$ cat src/rtl/chan_sel_reg.sv
module chan_sel_reg #(
  parameter int CH_W = 3
) (
  input  logic            clk,
  input  logic            rst_n,
  input  logic            ser_clk,
  input  logic            ser_din,
  input  logic            mux_cs_n,
  output logic [CH_W-1:0] chan_idx,
  output logic            chan_load
);
  localparam int WORD_LEN = CH_W + 1;
  localparam int CNT_W    = $clog2(WORD_LEN + 1);

  logic                sclk_q;
  logic                cs_q;
  logic [WORD_LEN-1:0] word;
  logic [CNT_W-1:0]    cnt;

  wire sclk_rise = ser_clk & ~sclk_q;
  wire commit    = cs_q & ~mux_cs_n;
  wire full      = (cnt == CNT_W'(WORD_LEN));

  always_ff @(posedge clk) begin
    if (!rst_n) begin
      sclk_q    <= 1'b1;
      cs_q      <= 1'b0;
      word      <= '0;
      cnt       <= '0;
      chan_idx  <= '0;
      chan_load <= 1'b0;
    end else begin
      sclk_q    <= ser_clk;
      cs_q      <= mux_cs_n;
      chan_load <= 1'b0;
      if (!mux_cs_n)
        cnt <= '0;
      else if (sclk_rise && !full) begin
        word <= {word[WORD_LEN-2:0], ser_din};
        cnt  <= cnt + 1'b1;
      end
      if (commit && full && word[WORD_LEN-1]) begin
        chan_idx  <= word[CH_W-1:0];
        chan_load <= 1'b1;
      end
    end
  end
endmodule


$ cat config.mk
export PLATFORM = sky130hd
export DESIGN_NAME = chan_sel_reg
export DESIGN_NICKNAME = d
export VERILOG_FILES = /design/src/rtl/chan_sel_reg.sv
export SDC_FILE = /design/constraint.sdc
export NUM_CORES = 1
export LEC_CHECK = 0
export BUFFER_PORTS_ARGS = -buffer_cell sky130_fd_sc_hd__buf_2
export CORE_AREA = 2 2 39 41
export DETAILED_ROUTE_END_ITERATION = 12
export DIE_AREA = 0 0 41 43
export PLACE_DENSITY = 0.6
export REMOVE_ABC_BUFFERS = 1
export SLEW_MARGIN = 10
export SYNTH_ARGS = -nofsm -noshare
export SYNTH_HDL_FRONTEND = slang
export SYNTH_SLANG_ARGS = --single-unit
$ cat constraint.sdc
create_clock -name clk -period 1.47 [get_ports clk]
set_input_delay 0.294 -clock clk [delete_from_list [all_inputs] [get_ports clk]]
set_output_delay 0.294 -clock clk [all_outputs]
set_load 0.03 [all_outputs]
==> flow_metrics.env, run 1 <==
export IMPL_seq_power_share_pct=60.0
export IMPL_drt_initial_drc_count=6
export IMPL_routed_wirelength_um=804
export IMPL_final_layout_size_suffix_gt1_share_pct=21.9
export IMPL_p_int_uw=472
export IMPL_rsz0062_at_grt="false"
export IMPL_powerDensity_nw_per_um2=976
export IMPL_cts_clk_slew_worst_paths_ps=80
export IMPL_die_height_um=43
export IMPL_grt_pass1_vias=371
export IMPL_clkSinkCount=13
export IMPL_yosysTopAreaCell="dfxtp_1"
export IMPL_max_stage_delay_ps=360
export IMPL_nNetsFinal=72
export IMPL_fmax_ghz=0.837
export IMPL_synth_area_leaders="dfxtp_1, mux2i_1, nand2_1"
export IMPL_startpoint_type="flip-flop"
export IMPL_tightestPinTransition_ps=258
export IMPL_ys_ff_latch=13
export IMPL_ir_worst_vdd_mv=0.426
export IMPL_cts_hold_fix_buffers=0
export IMPL_r2r_start="cnt[0]"
export IMPL_clock_power_share_pct=35.5
export IMPL_p_leak_uw=0.000328
export IMPL_slowest_stage="dfxtp_1"
export IMPL_crit_chain="inv_1, ha_1, and2_4, nand4b_4, mux2i_1"
export IMPL_drc=0
export IMPL_grt_first_pass_wirelength_um=1510
export IMPL_gp_congestion=0.713
export IMPL_status="completed"
export IMPL_setup_viol=0
export IMPL_antenna_found_initial=0
export IMPL_fin_crit_sh_pct=81.3
export IMPL_synth_cell_types=18
export IMPL_yosysSeqAreaShare_pct=49.1
export IMPL_grt_total_usage_pct=12.7
export IMPL_post_dp_hpwl_um=648
export IMPL_hold_path_class="input pin to flip-flop"
export IMPL_n_antenna_cell=0
export IMPL_period_needed_ps=1200
export IMPL_p_comb_share_pct=4.5
export IMPL_slew_limit_headroom_pct=82.6
export IMPL_setup_worst_path_end="chan_idx[0]"
export IMPL_crit_start="cnt[0]"
export IMPL_first_pass_iters=4
export IMPL_fp_dieW_um=41
export IMPL_synth_cells=53
export IMPL_clk_insertion_delay_late_ps=260
export IMPL_timing_critical_path_to_type="flip-flop"
export IMPL_cts_tree="done"
export IMPL_syn2layout_area_growth_pct=15.3
export IMPL_clock_skew_final_ps=3.86
export IMPL_cts_root_buf="clkbuf_4"
export IMPL_cts_resized_gates=0
export IMPL_initial_core_util_pct=38.3
export IMPL_portBuffers=8
export IMPL_syn_avg_cell_area_sq_um=10.0
export IMPL_post_cts_buffers=0
export IMPL_viasPerCell=4.88
export IMPL_switching_share_pct=20.9
export IMPL_ys_warn_count=0
export IMPL_cap_viol_max_count=0
export IMPL_hold_violations=0
export IMPL_crit_arrival_ps=1390
export IMPL_core_region_area_sq_um=1380
export IMPL_synth_top_area_share_pct=49.1
export IMPL_cts_max_level=1
export IMPL_slew_violations=0
export IMPL_fp_dieArea_sq_um=1760
export IMPL_r2r_end="chan_idx[0]"
export IMPL_wl_per_cell_um=10.1
export IMPL_ios=9
export IMPL_r2r_setup_slack_ps=270
export IMPL_ff2ff_path_depth=5
export IMPL_cts_buffers=3
export IMPL_cp_max_fo=4
export IMPL_netlist_area_sq_um=531
export IMPL_p_sw_uw=125
export IMPL_vias=390
export IMPL_clock_path_buffers=2
export IMPL_grt_ovfl_total=0
export IMPL_setup_worst_path_class="flip-flop to flip-flop"
export IMPL_power_uw=597
export IMPL_required_ps=1670
export IMPL_setup_tns_ps=0
export IMPL_rows=14
export IMPL_ant_nets=0
export IMPL_grt_max_degree=12
==> state kept, by name, summed over array words and instances, names as in the netlist <==
name       cells
sclk_q         1
chan_load      1
cnt            3
chan_idx       3
cs_q           1
word           4
==> layer usage <==
metal,GRT usage (%),share of wire [%],vias up
met4,6.00,1.0,0
met3,4.71,4.1,2
li1,-,-,200
met5,0,0,-
met1,17.3,50,174
met2,17.2,45,14
==> how the worst min path moves through the flow <==
stage	depth (start not counted)	slack, ps	from	end
floorplan	1	370	rst_n	sclk_q
global placement	2	450	chan_idx[1]	chan_idx[1]
detailed placement	2	460	chan_idx[1]	chan_idx[1]
CTS	2	230	ser_clk	sclk_q
global route	2	240	ser_clk	sclk_q
finish	2	240	ser_clk	sclk_q
==> cells in the mapped netlist, drive strengths merged <==
cell type and count:
o21ai 2, o41ai 1, nand2 10, o311ai 1
nand4b 1, nand2b 2, a21oi 2, ha 2
clkinv 1, mux2i 7, buf 1, dfxtp 13
and2 1, nor2 1, nand3 3, and2b 1
inv 4
==> placed cells by master, fill, tap and decap left out, types with 2 or more instances in the layout <==
cell	n
dfxtp_1	13
nand2_1	10
buf_2	8
mux2i_1	7
inv_1	4
clkbuf_4	3
nand3_1	2
nand2b_1	2
o21ai_1	2
a21oi_1	2
ha_1	2
==> area by class of cell <==
class	instances	area [sq um]
inverter	5	18.8
sequential	13	260
fill	146	772
tap	16	20.0
timing repair buffer	8	40.0
multi-input combinational	34	246
clock buffer	4	26.3
==> logic make-up (layout without fill, tap and decap cells) <==
kind of cell / Yosys count / after routing / share of synthesized area (%)
mux: 7 / 7 / 13.2
buf+inv: 6 / 17 / 4.48
fa+ha+maj: 2 / 2 / 4.72
flops: 13 / 13 / 49.1
compound gates: 6 / 6 / 7.08
simple gates: 19 / 19 / 21.5
==> critical path: cells and delay by family, from the launching register on <==
kind          cells  cell delay, ps
mux               1             180
simple gates      2             300
fa+ha+maj         1             220
buf+inv           1              70
flops             1             360
==> power by group through the flow <==
stage | Clock [uW] | Sequential, uW | Combinational (uW)
6_report | 212 | 358 | 26.7
3_5_place_dp | 0 | 367 | 26.9
5_1_grt | 239 | 359 | 29.8
2_1_floorplan | 0 | 366 | 14.0
4_1_cts | 220 | 358 | 27.0
3_3_place_gp | 0 | 367 | 26.5
==> through the flow <==
step                hold slack [ps]  instances  util (%)  worst slack (ps)  instance area (sq um)
global route                    237         80      44.2               164                    612
detailed placement              456         76      42.3               279                    586
global placement                449         76      42.3               300                    586
finish                          237         80      44.2               275                    612
floorplan                       367         52         -               366                    526
CTS                             233         80      44.2               265                    612
No activity file was read; power rests on OpenSTA's default activity.
==> run 2, diff against run 1 <==
Settings changed: PLACE_DENSITY 0.6 to 0.62.
Clock period 1.47 ns to 0.95 ns, I/O delays scaled along.
==> flow_metrics.env, run 2 (synthesized netlist as in run 1, its figures left out) <==
export IMPL_wl_per_cell_um=11.2
export IMPL_setup_viol=12
export IMPL_fp_dieW_um=41
export IMPL_fp_dieArea_sq_um=1760
export IMPL_cp_max_fo=4
export IMPL_clk_insertion_delay_late_ps=280
export IMPL_slew_limit_headroom_pct=83.8
export IMPL_portBuffers=8
export IMPL_cts_max_level=1
export IMPL_routed_wirelength_um=966
export IMPL_ios=9
export IMPL_place_area_sq_um=608
export IMPL_seq_area_sq_um=269
export IMPL_period_needed_ps=1130
export IMPL_grt_max_degree=11
export IMPL_grt_first_pass_wirelength_um=1540
export IMPL_holdWs_ps=123
export IMPL_p_leak_uw=0.000367
export IMPL_cts_clk_slew_worst_paths_ps=80
export IMPL_status="complete, but fails checks"
export IMPL_required_ps=1150
export IMPL_final_layout_size_suffix_gt1_share_pct=42.9
export IMPL_initial_core_util_pct=38.3
export IMPL_core_region_area_sq_um=1380
export IMPL_drt_initial_drc_count=6
export IMPL_top_register="word"
export IMPL_post_dp_hpwl_um=712
export IMPL_first_pass_iters=4
export IMPL_rows=14
export IMPL_rsz0062_at_grt="true"
export IMPL_grt_total_usage_pct=13.4
export IMPL_hold_path_class="input pin to flip-flop"
export IMPL_fin_crit_sh_pct=119
export IMPL_nNetsFinal=78
export IMPL_ant_nets=0
export IMPL_n_antenna_cell=0
export IMPL_powerDensity_nw_per_um2=1330
export IMPL_antenna_found_initial=0
export IMPL_final_cell_mix="nand2_1, dfxtp_1, mux2i_1"
export IMPL_multi_input_area_sq_um=270
export IMPL_drc=0
export IMPL_grt_ovfl_total=0
export IMPL_vias=413
export IMPL_setup_worst_path_class="flip-flop to flip-flop"
export IMPL_final_area_sq_um=716
export IMPL_cap_viol_max_count=0
export IMPL_timing_critical_path_to_type="flip-flop"
export IMPL_nFillCells=130
export IMPL_viasPerCell=4.80
export IMPL_layout_commonest_cell="nand2_1"
export IMPL_slew_violations=0
export IMPL_cts_buffers=3
export IMPL_cts_hold_fix_buffers=0
export IMPL_die_height_um=43
export IMPL_largest_reg_flops=4
export IMPL_fmax_ghz=0.883
export IMPL_grt_pass1_vias=376
export IMPL_top_regs="word (4), chan_idx (3), cnt (3)"
export IMPL_clkSinkCount=13
export IMPL_cts_root_buf="clkbuf_4"
export IMPL_ir_worst_vdd_mv=0.841
export IMPL_hold_violations=0
export IMPL_syn2layout_area_growth_pct=34.9
export IMPL_cts_tree="done"
export IMPL_fin_ws_ps=-183
export IMPL_startpoint_type="flip-flop"
export IMPL_clock_skew_final_ps=5.66
export IMPL_clock_path_buffers=2
export IMPL_gp_congestion=0.642
export IMPL_violations="setup timing"
export IMPL_crit_arrival_ps=1340
export IMPL_tightestPinTransition_ps=240
==> run 2: worst max-delay path: stages (launching register included) <==
cell and delay, ps:
dfxtp_4 370, inv_2 40, ha_4 150, and2_4 170, nand4b_4 120, mux2i_1 200
==> run 2: path summary, 6_finish.rpt <==
| kind | startpoint | to | slack, ps | cells past startpoint |
|---|---|---|---|---|
| worst min register to register | chan_idx[0] | chan_idx[0] | 470 | 2 |
| worst min-delay path | ser_clk | sclk_q | 120 | 2 |
| worst max register to register | cnt[1] | chan_idx[1] | -180 | 5 |
| worst max-delay path | cnt[1] | chan_idx[1] | -180 | 5 |
==> run 2: final cells by class <==
type,instances,share of cell area (%)
clock buffer,4,3.67
inverter,5,2.80
multi-input combinational,34,37.8
sequential,13,37.6
tap,16,2.80
timing repair buffer,14,15.4
==> run 2: where the power goes <==
part | internal [uW] | switching (uW)
Combinational | 27.0 | 28.2
Clock | 163 | 183
Sequential | 548 | 3.38
Total | 738 | 215
==> run 2: per-layer routing <==
layer  vias to the layer above  wire length, um  track usage (%)
li1                        211                -                -
met1                       191              431             13.8
met2                        11              493             21.9
met3                         0               40             7.85
met4                         0                0             4.00
met5                         -                0                0
==> run 2: timing repair <==
action,CTS,global route
pin swaps,2,2
setup endpoints to repair,15,15
buffers inserted,1,2
resized for setup,17,4
==> run 2: through the flow <==
step / total power, uW / TNS (ps) / instances / setup slack [ps] / utilization [%]
final: 953 / -1430 / 86 / -183 / 51.7
after global routing: 995 / -1960 / 86 / -245 / 51.7
after CTS: 969 / -1460 / 84 / -191 / 50.1
after detailed placement: 617 / -2230 / 79 / -258 / 43.9
after global placement: 616 / -2000 / 79 / -214 / 43.9
after floorplan: 588 / -1400 / 52 / -154 / -
